==> config.mk <==
export PLATFORM = sky130hd
export DESIGN_NAME = rx_desc_writeback
export DESIGN_NICKNAME = d
export VERILOG_FILES = /design/src/rtl/rxwb_pkg.sv /design/src/rtl/rxwb_classify.sv /design/src/rtl/rxwb_counters.sv /design/src/rtl/rx_desc_writeback.sv
export SDC_FILE = /design/constraint.sdc
export NUM_CORES = 1
export LEC_CHECK = 0
export BUFFER_PORTS_ARGS = -buffer_cell sky130_fd_sc_hd__buf_2
export CAP_MARGIN = 20
export CORE_ASPECT_RATIO = 0.5
export CORE_MARGIN = 8
export CORE_UTILIZATION = 50
export CTS_BUF_LIST = sky130_fd_sc_hd__clkbuf_16
export CTS_CLUSTER_SIZE = 16
export DETAILED_ROUTE_END_ITERATION = 10
export GPL_TIMING_DRIVEN = 0
export PLACE_DENSITY = 0.74
export SETUP_SLACK_MARGIN = 0.5
export SYNTH_ARGS = -nofsm -noshare
export SYNTH_HDL_FRONTEND = slang
export SYNTH_SLANG_ARGS = --single-unit
==> constraint.sdc <==
create_clock -name clk -period 4.9 [get_ports clk]
set_input_delay 0.245 -clock clk [delete_from_list [all_inputs] [get_ports clk]]
set_output_delay 0.245 -clock clk [all_outputs]
set_load 0.01 [all_outputs]
==> src/rtl/rxwb_pkg.sv <==
package rxwb_pkg;
  typedef enum logic [2:0] {
    ST_IDLE, ST_RD_REQ, ST_RD_WAIT, ST_DATA, ST_END, ST_WB
  } rxwb_state_e;

  localparam int DESC_STRIDE = 32;
  localparam int OWN_BIT     = 31;
  localparam int WRAP_BIT    = 15;
  localparam int MIN_FRAME   = 12;
  localparam int CRC_LEN     = 4;
  localparam int HDR_BYTES   = 6;
  localparam int RPT_W       = 16;
  localparam logic [15:0] STAT_LOW = 16'h0300;
endpackage

==> src/rtl/rxwb_classify.sv <==
module rxwb_classify #(
  parameter int HDR = 6
) (
  input  logic       clk,
  input  logic       rst_n,
  input  logic       clr,
  input  logic       take,
  input  logic [7:0] data,
  output logic       is_bcast,
  output logic       is_mcast
);
  localparam int PW = $clog2(HDR + 1);
  localparam logic [PW-1:0] HDR_P = PW'(HDR);

  logic [PW-1:0] pos;
  logic          grp;
  logic          all_ff;

  always_ff @(posedge clk) begin
    if (!rst_n) begin
      pos    <= '0;
      grp    <= 1'b0;
      all_ff <= 1'b1;
    end else if (clr) begin
      pos    <= '0;
      grp    <= 1'b0;
      all_ff <= 1'b1;
    end else if (take && pos < HDR_P) begin
      if (pos == '0) grp <= data[0];
      all_ff <= all_ff && (data == 8'hFF);
      pos    <= pos + 1'b1;
    end
  end

  assign is_bcast = all_ff && (pos == HDR_P);
  assign is_mcast = grp && !is_bcast;
endmodule

==> src/rtl/rxwb_counters.sv <==
module rxwb_counters #(
  parameter int CNT_W  = 32,
  parameter int BYTE_W = 64,
  parameter int LEN_W  = 16
) (
  input  logic              clk,
  input  logic              rst_n,
  input  logic              bump,
  input  logic [LEN_W-1:0]  add_len,
  input  logic              is_bcast,
  input  logic              is_mcast,
  output logic [BYTE_W-1:0] byte_total,
  output logic [CNT_W-1:0]  frame_total,
  output logic [CNT_W-1:0]  mcast_total,
  output logic [CNT_W-1:0]  bcast_total
);
  logic [1:0] cls_hit;
  logic [CNT_W-1:0] cls_cnt [2];
  assign cls_hit = {is_bcast, is_mcast};

  always_ff @(posedge clk) begin
    if (!rst_n) begin
      byte_total  <= '0;
      frame_total <= '0;
    end else if (bump) begin
      byte_total  <= byte_total + BYTE_W'(add_len);
      frame_total <= frame_total + 1'b1;
    end
  end

  for (genvar g = 0; g < 2; g++) begin : g_cls
    always_ff @(posedge clk) begin
      if (!rst_n)                 cls_cnt[g] <= '0;
      else if (bump && cls_hit[g]) cls_cnt[g] <= cls_cnt[g] + 1'b1;
    end
  end

  assign mcast_total = cls_cnt[0];
  assign bcast_total = cls_cnt[1];
endmodule

==> src/rtl/rx_desc_writeback.sv <==
module rx_desc_writeback
  import rxwb_pkg::*;
#(
  parameter int AW    = 32,
  parameter int LEN_W = 14,
  parameter int CNT_W = 32
) (
  input  logic             clk,
  input  logic             rst_n,
  input  logic             rx_enable,
  input  logic [AW-1:0]    ring_base,
  input  logic             ring_base_load,
  input  logic             s_valid,
  output logic             s_ready,
  input  logic [7:0]       s_data,
  input  logic             s_first,
  input  logic             s_last,
  output logic             mem_req_valid,
  input  logic             mem_req_ready,
  output logic             mem_req_write,
  output logic [AW-1:0]    mem_req_addr,
  output logic [3:0]       mem_req_be,
  output logic [31:0]      mem_req_wdata,
  input  logic             mem_rsp_valid,
  input  logic [31:0]      mem_rsp_rdata,
  output logic [AW-1:0]    cur_desc_ptr,
  output logic             ev_rx_done,
  output logic             ev_normal,
  output logic             ev_buf_unavail,
  output logic             ev_abnormal,
  output logic [63:0]      byte_count,
  output logic [CNT_W-1:0] frame_count,
  output logic [CNT_W-1:0] mcast_count,
  output logic [CNT_W-1:0] bcast_count
);
  rxwb_state_e        state;
  logic [1:0]         widx;
  logic               own_q, wrap_q;
  logic [AW-1:0]      buf_q, base_q, ptr_q;
  logic [LEN_W-1:0]   len_q;
  logic               wr_pend;
  logic [AW-1:0]      wr_addr;
  logic [7:0]         wr_byte;
  logic [RPT_W-1:0]   rpt_len;
  logic               take, data_take, start_frame, mem_fire, wb_done;
  logic               is_bcast, is_mcast;

  assign rpt_len     = RPT_W'(len_q) + RPT_W'(CRC_LEN);
  assign start_frame = (state == ST_IDLE) && rx_enable && s_valid && s_first;
  assign s_ready     = (state == ST_IDLE) ? (rx_enable && !s_first)
                                          : ((state == ST_DATA) && !wr_pend);
  assign take        = s_valid && s_ready;
  assign data_take   = take && (state == ST_DATA);
  assign mem_fire    = mem_req_valid && mem_req_ready;
  assign wb_done     = (state == ST_WB) && mem_fire;
  assign cur_desc_ptr = ptr_q;

  always_comb begin
    mem_req_valid = 1'b0;
    mem_req_write = 1'b0;
    mem_req_addr  = '0;
    mem_req_be    = 4'h0;
    mem_req_wdata = '0;
    case (state)
      ST_RD_REQ: begin
        mem_req_valid = 1'b1;
        mem_req_addr  = ptr_q + AW'({widx, 2'b00});
        mem_req_be    = 4'hF;
      end
      ST_DATA, ST_END: begin
        mem_req_valid = wr_pend;
        mem_req_write = 1'b1;
        mem_req_addr  = wr_addr;
        mem_req_be    = 4'b0001 << wr_addr[1:0];
        mem_req_wdata = {4{wr_byte}};
      end
      ST_WB: begin
        mem_req_valid = 1'b1;
        mem_req_write = 1'b1;
        mem_req_addr  = ptr_q;
        mem_req_be    = 4'hF;
        mem_req_wdata = {rpt_len, STAT_LOW};
      end
      default: ;
    endcase
  end

  always_ff @(posedge clk) begin
    if (!rst_n) begin
      state          <= ST_IDLE;
      widx           <= '0;
      own_q          <= 1'b0;
      wrap_q         <= 1'b0;
      buf_q          <= '0;
      base_q         <= '0;
      ptr_q          <= '0;
      len_q          <= '0;
      wr_pend        <= 1'b0;
      wr_addr        <= '0;
      wr_byte        <= '0;
      ev_rx_done     <= 1'b0;
      ev_normal      <= 1'b0;
      ev_buf_unavail <= 1'b0;
      ev_abnormal    <= 1'b0;
    end else begin
      ev_rx_done     <= 1'b0;
      ev_normal      <= 1'b0;
      ev_buf_unavail <= 1'b0;
      ev_abnormal    <= 1'b0;
      case (state)
        ST_IDLE: if (start_frame) begin
          state <= ST_RD_REQ;
          widx  <= '0;
          len_q <= '0;
        end
        ST_RD_REQ: if (mem_fire) state <= ST_RD_WAIT;
        ST_RD_WAIT: if (mem_rsp_valid) begin
          case (widx)
            2'd0:    own_q  <= mem_rsp_rdata[OWN_BIT];
            2'd1:    wrap_q <= mem_rsp_rdata[WRAP_BIT];
            default: buf_q  <= AW'(mem_rsp_rdata);
          endcase
          if (widx == 2'd2) state <= ST_DATA;
          else begin
            widx  <= widx + 1'b1;
            state <= ST_RD_REQ;
          end
        end
        ST_DATA: begin
          if (wr_pend && mem_fire) wr_pend <= 1'b0;
          if (data_take) begin
            len_q <= len_q + 1'b1;
            if (own_q) begin
              wr_pend <= 1'b1;
              wr_addr <= buf_q + AW'(len_q);
              wr_byte <= s_data;
            end
            if (s_last) state <= ST_END;
          end
        end
        ST_END: begin
          if (wr_pend) begin
            if (mem_fire) wr_pend <= 1'b0;
          end else if (len_q < LEN_W'(MIN_FRAME)) begin
            ev_rx_done <= 1'b1;
            ev_normal  <= 1'b1;
            state      <= ST_IDLE;
          end else if (!own_q) begin
            ev_buf_unavail <= 1'b1;
            ev_abnormal    <= 1'b1;
            state          <= ST_IDLE;
          end else begin
            state <= ST_WB;
          end
        end
        ST_WB: if (mem_fire) begin
          ptr_q      <= wrap_q ? base_q : ptr_q + AW'(DESC_STRIDE);
          ev_rx_done <= 1'b1;
          ev_normal  <= 1'b1;
          state      <= ST_IDLE;
        end
        default: state <= ST_IDLE;
      endcase
      if (ring_base_load) begin
        base_q <= ring_base;
        ptr_q  <= ring_base;
      end
    end
  end

  rxwb_classify #(.HDR(HDR_BYTES)) u_cls (
    .clk(clk), .rst_n(rst_n), .clr(start_frame), .take(data_take),
    .data(s_data), .is_bcast(is_bcast), .is_mcast(is_mcast)
  );

  rxwb_counters #(.CNT_W(CNT_W), .BYTE_W(64), .LEN_W(RPT_W)) u_cnt (
    .clk(clk), .rst_n(rst_n), .bump(wb_done), .add_len(rpt_len),
    .is_bcast(is_bcast), .is_mcast(is_mcast),
    .byte_total(byte_count), .frame_total(frame_count),
    .mcast_total(mcast_count), .bcast_total(bcast_count)
  );
endmodule

Word level (Yosys, flattened, before mapping)
Memory sizes are Yosys's and may differ from the RTL's.
Cells that the tools add are included.
Word-level totals
  register bits after elaboration: 261
  RAM bits: 64
  output and inout port bits: 267
  word-level logic and storage cells: 145
  memories kept: 1
Cells by class
  $add $sub $neg: 11
  order comparisons: 2
  equality and inequality tests: 17
  shift operators: 1
  muxes and demuxes: 48
  bitwise logic cells: 5
  reductions and logical operators: 42
Memory list
  u_cnt.cls_cnt: depth 2, width 32, read ports 2, clocked after memory_dff 0, write ports 2, line rxwb_counters.sv:18  | logic [CNT_W-1:0] cls_cnt [2];
Operators by type and width (number)
  2-to-1 mux 32 bit: 6
  adder 32 x 1 -> 32 bit (second input constant): 3
  one-hot mux 32 bit (3 select lines): 1
  adder 64 x 15 -> 64 bit: 1
  one-hot mux 32 bit (2 select lines): 1
  adder 32 x 14 -> 32 bit: 1
  adder 32 x 4 -> 32 bit: 1
  adder 32 x 6 -> 32 bit (second input constant): 1
  2-to-1 mux 14 bit: 2
  one-hot mux 14 bit (2 select lines): 1
  2-to-1 mux 3 bit: 9
  2-to-1 mux 1 bit: 18
  one-hot mux 3 bit (6 select lines): 1
  logical AND 1 bit: 16
  adder 14 x 3 -> 15 bit (second input constant): 1
  AND reduction 3 bit: 5
  adder 14 x 1 -> 14 bit (second input constant): 1
  less-than comparator 14 x 4 -> 1 bit (second input constant): 1
  != test 2 bit (second input constant): 7
  nonzero test 2 bit: 5
  equality test 3 bit (second input constant): 3
  equality test 8 bit (second input constant): 1
  2-to-1 mux 2 bit: 4
  one-hot mux 4 bit (2 select lines): 1
  22 further kinds: 35

Logic depth before layout (Yosys ltp)
  depth after elaboration: 10
  depth in mapped cells: 15
  mapped depth without buffers: 11

By module
A second synthesis with hierarchy kept.
Unflattened totals
  cells, all modules: 2224
  area total of the unflattened synthesis: 18058.6 um2
Modules (own cells, without submodules)
  rx_desc_writeback: instances 1, cells each 1247, area each 9167.5 um2
  rxwb_counters: instances 1, cells each 947, area each 8609.5 um2
  rxwb_classify: instances 1, cells each 30, area each 281.5 um2

Least setup slack after synthesis
OpenSTA, ideal clock, no wires.
  kind: reg2reg
  from: register state[2]
  to: memory u_cnt.cls_cnt[1][0] (enable)
  setup time: 466 ps
  arrival time: 3761 ps
  required time: 4434 ps
  path slack: 674 ps
  stages on the path, launching flop included: 8
  buffers on the path: 4
  path through: dfxtp_1 -> buf_2 -> nor2b_1 -> nand3_1 -> clkbuf_1 -> clkbuf_1 -> clkbuf_1 -> o21ai_0
RTL lines
  start, declared: line rx_desc_writeback.sv:36  | rxwb_state_e state;
  start signal, assigned: line rx_desc_writeback.sv:90  | state <= ST_IDLE;
  start signal, assigned: line rx_desc_writeback.sv:112  | state <= ST_RD_REQ;
  start signal, assigned: line rx_desc_writeback.sv:116  | ST_RD_REQ: if (mem_fire) state <= ST_RD_WAIT;
  end, declared: line rxwb_counters.sv:18

==> impl_metrics.ini <==
[synth]
synth_top_family_by_area = simple AND/OR/NAND/NOR gates
yosys_warnings = 0
yosysMostFrequentCell = nand2_1
synth.cells.most_frequent = nand2_1 (380), dfxtp_1 (261), nor2_1 (209), a21oi_1 (184)
ys_async_sr_fraction_pct = 0
yosysSeqAreaShare_pct = 38.74
synthFlopType = dfxtp_1
yosys.area_share.adder_pct = 3.378
synthDistinctLibCells = 79
muxShareOfSynthArea_pct = 3.534
avgSynthCellArea_sq_um = 8.031
synth_edf_count = 64
synth_xor_area_share_pct = 6.409
synth-compound-area-share_pct = 16.49
netlist.area_leader.share_pct = 28.32
synth.area.top_cells = dfxtp_1 (28%), edfxtp_1 (10%), nand2_1 (7.7%)
synthSimpleGateAreaFrac_pct = 27.00
ys_ff_latch = 325
syn_nets = 2426
synthCells = 2297
yosysTopAreaCell = dfxtp_1
syn_area_sq_um = 18450

[clock_network]
clock_tree.root_cell = clkbuf_16
clk_latency_ns = 0.60
cts_max_level = 1
clkSinkCount = 325
max-clock-path-buffers = 3
cts_buffers = 31
cts_tree = yes
clkSlewWorstSetupHoldPaths_ns = 0.07
cts_setup_buffers = 0

[setup_path]
crit_required_ns = 5.19
path_cells = buf_2 -> and4b_1 -> clkbuf_1 -> clkbuf_1 -> clkbuf_1 -> buf_1 -> nand3_1 -> nand2_1 -> buf_16
crit_type = reg2reg
worst_setup_path_start_kind = flop
setup.worst_path.end_class = flop
critPathBufInv = 6
critPathArrivalTime_ns = 4.47
slowest_delay_ns = 0.64
cp_max_fo = 18
cp_top_family = buffers and inverters
cp_common_cell = clkbuf_1
slowest_stage = clkbuf_1

[sta]
period_needed_ns = 4.177
final-setup-viol-count = 0
hold_ws_ns = 0.05804
worst_pin_slew_ns = 1.065
final_max_slew_viol_count = 0
fin_crit_sh_pct = 85.24
tns_ns = 0
finClkSkew_ns = 0.02484
maxSlewHeadroom_pct = 28.33
max_freq_mhz = 239.4
rsz0062_at_grt = yes
finalHoldViolations = 0
final.setup.worst_slack_ns = 0.7231

[floorplanning]
die_y_microns = 151.8
fp.dieW_microns = 287.6
start_util_pct = 51.09
placeableCoreArea_sq_um = 36110
die_area_sq_um = 43670
ios = 348
rows = 49

[power]
power_mw = 5.711
ir_drop_uv = 211.1
powerDensity_nw_per_um2 = 252.9
p_leak_nw = 8.933

[route]
vias_per_cell = 6.036
wirelength_microns = 67520
drc = 0
drt-pass1-iter-count = 6
avgRoutedWirePerCell_microns = 20.71
vias = 19685
drt_iter0_drc = 2249
drtAntennaViolNets = 0

[global_routing]
grt.overflow.total = 0
antenna_found_initial = 2
grtUsageTotal_pct = 29.03
grt_pass1_wl_microns = 103700
grt_pass1_vias = 18470
grt_max_degree = 32

[place]
dpl.hpwl_microns = 50560
dp.cells = 3128
dp_worst_setup_slack_ns = 0.8237
routabilityCongestion = 1.000
post_dp_cell_area_sq_um = 20840
port_buffers = 345

[min_path]
hold_path_class = in2reg

[layout]
drive_gt1_share_pct = 16.40
utilization_pct = 62.53
nets = 2878
layout.cells.non_filler = 3261
area_delta_synth_final_pct = 22.40
finish.instance_area_sq_um = 22580

[flow_run]
maxCapViolations = 0

[status]
run_status = finished, final reports clean
==> layout make-up <==
| type | instances | area [sq um] |
|---|---|---|
| multi-input cells | 1768 | 10500 |
| repair buffers | 419 | 2495 |
| clock buffers | 31 | 775.7 |
| flip-flops and latches | 325 | 7147 |
| fillers | 3226 | 13530 |
| clock inverters | 27 | 225.2 |
| well taps | 484 | 605.6 |
| inverters | 53 | 198.9 |
| diodes | 3 | 7.507 |
| plain buffers | 151 | 621.8 |
==> layout by cell type (no fill, tap or decap), drive strengths merged, types with 8 or more instances in the layout <==
master       instances
buf                388
nand2              381
dfxtp              261
nor2               209
a21oi              184
clkbuf             141
nand3              110
o21ai              102
xor2                75
dlygate4sd3         72
nand4               69
edfxtp              64
xnor2               60
inv                 57
mux2i               55
ha                  45
nand2b              37
o31ai               37
and3                35
nor3                33
or4                 33
a31oi               27
and4                24
or3                 24
and2                21
nor4                21
a21o                20
clkinv              16
o21a                15
o221ai              14
a211oi              11
nor2b               10
mux2                 9
o211ai               9
a311oi               8
==> what timing repair did <==
action	CTS	global route
hold buffers	72	0
hold endpoints to repair	105	0
gates resized for setup	0	4
setup endpoints to repair	0	32
==> worst paths after layout <==
kind | start | to | slack (ns) | cells past startpoint
setup / recovery | state[2] | u_cnt.cls_cnt[0][30] | 0.72 | 9
hold reg to reg | wr_byte[7] | wr_byte[7] | 0.45 | 2
hold / removal | mem_rsp_valid | own_q | 0.06 | 4
setup reg to reg | state[2] | u_cnt.cls_cnt[0][30] | 0.72 | 9
==> worst register-to-register path, cell delays in order, from the launching register on <==
cell and delay (ns):
dfxtp_1 0.30, buf_2 0.25, and4b_1 0.22, clkbuf_1 0.36, clkbuf_1 0.54, clkbuf_1 0.64, buf_1 0.57, nand3_1 0.15
nand2_1 0.59, buf_16 0.24
==> report_power, final <==
| group | internal (mW) | switching [mW] |
|---|---|---|
| clock network | 1.36 | 1.12 |
| logic | 0.160 | 0.241 |
| registers | 2.77 | 0.0658 |
==> sequential cells by signal, summed over array words and instances, names as in the netlist, 14 cells and up <==
name               cells
u_cnt.frame_total     32
wr_addr               32
buf_q                 32
u_cnt.byte_total      64
cur_desc_ptr          32
u_cnt.cls_cnt         64
len_q                 14
base_q                32
==> kinds of logic after synthesis <==
family	Yosys count
AOI/OAI and AO/OA	490
xor gates and xnor gates	135
adders and majority gates	48
buffers and inverters	204
DFF	325
muxes	64
and+or+nand+nor	1031
==> layer usage <==
metal	wire length (microns)	vias up	global-route usage [%]	part of all wire, %
li1	-	9132	-	-
met3	6099	212	4.451	9.0
met2	31590	1018	48.17	47
met5	0	-	0	0
met1	26520	9323	36.87	39
met4	3314	0	13.46	4.9
Power figures use the tool's default switching activity.
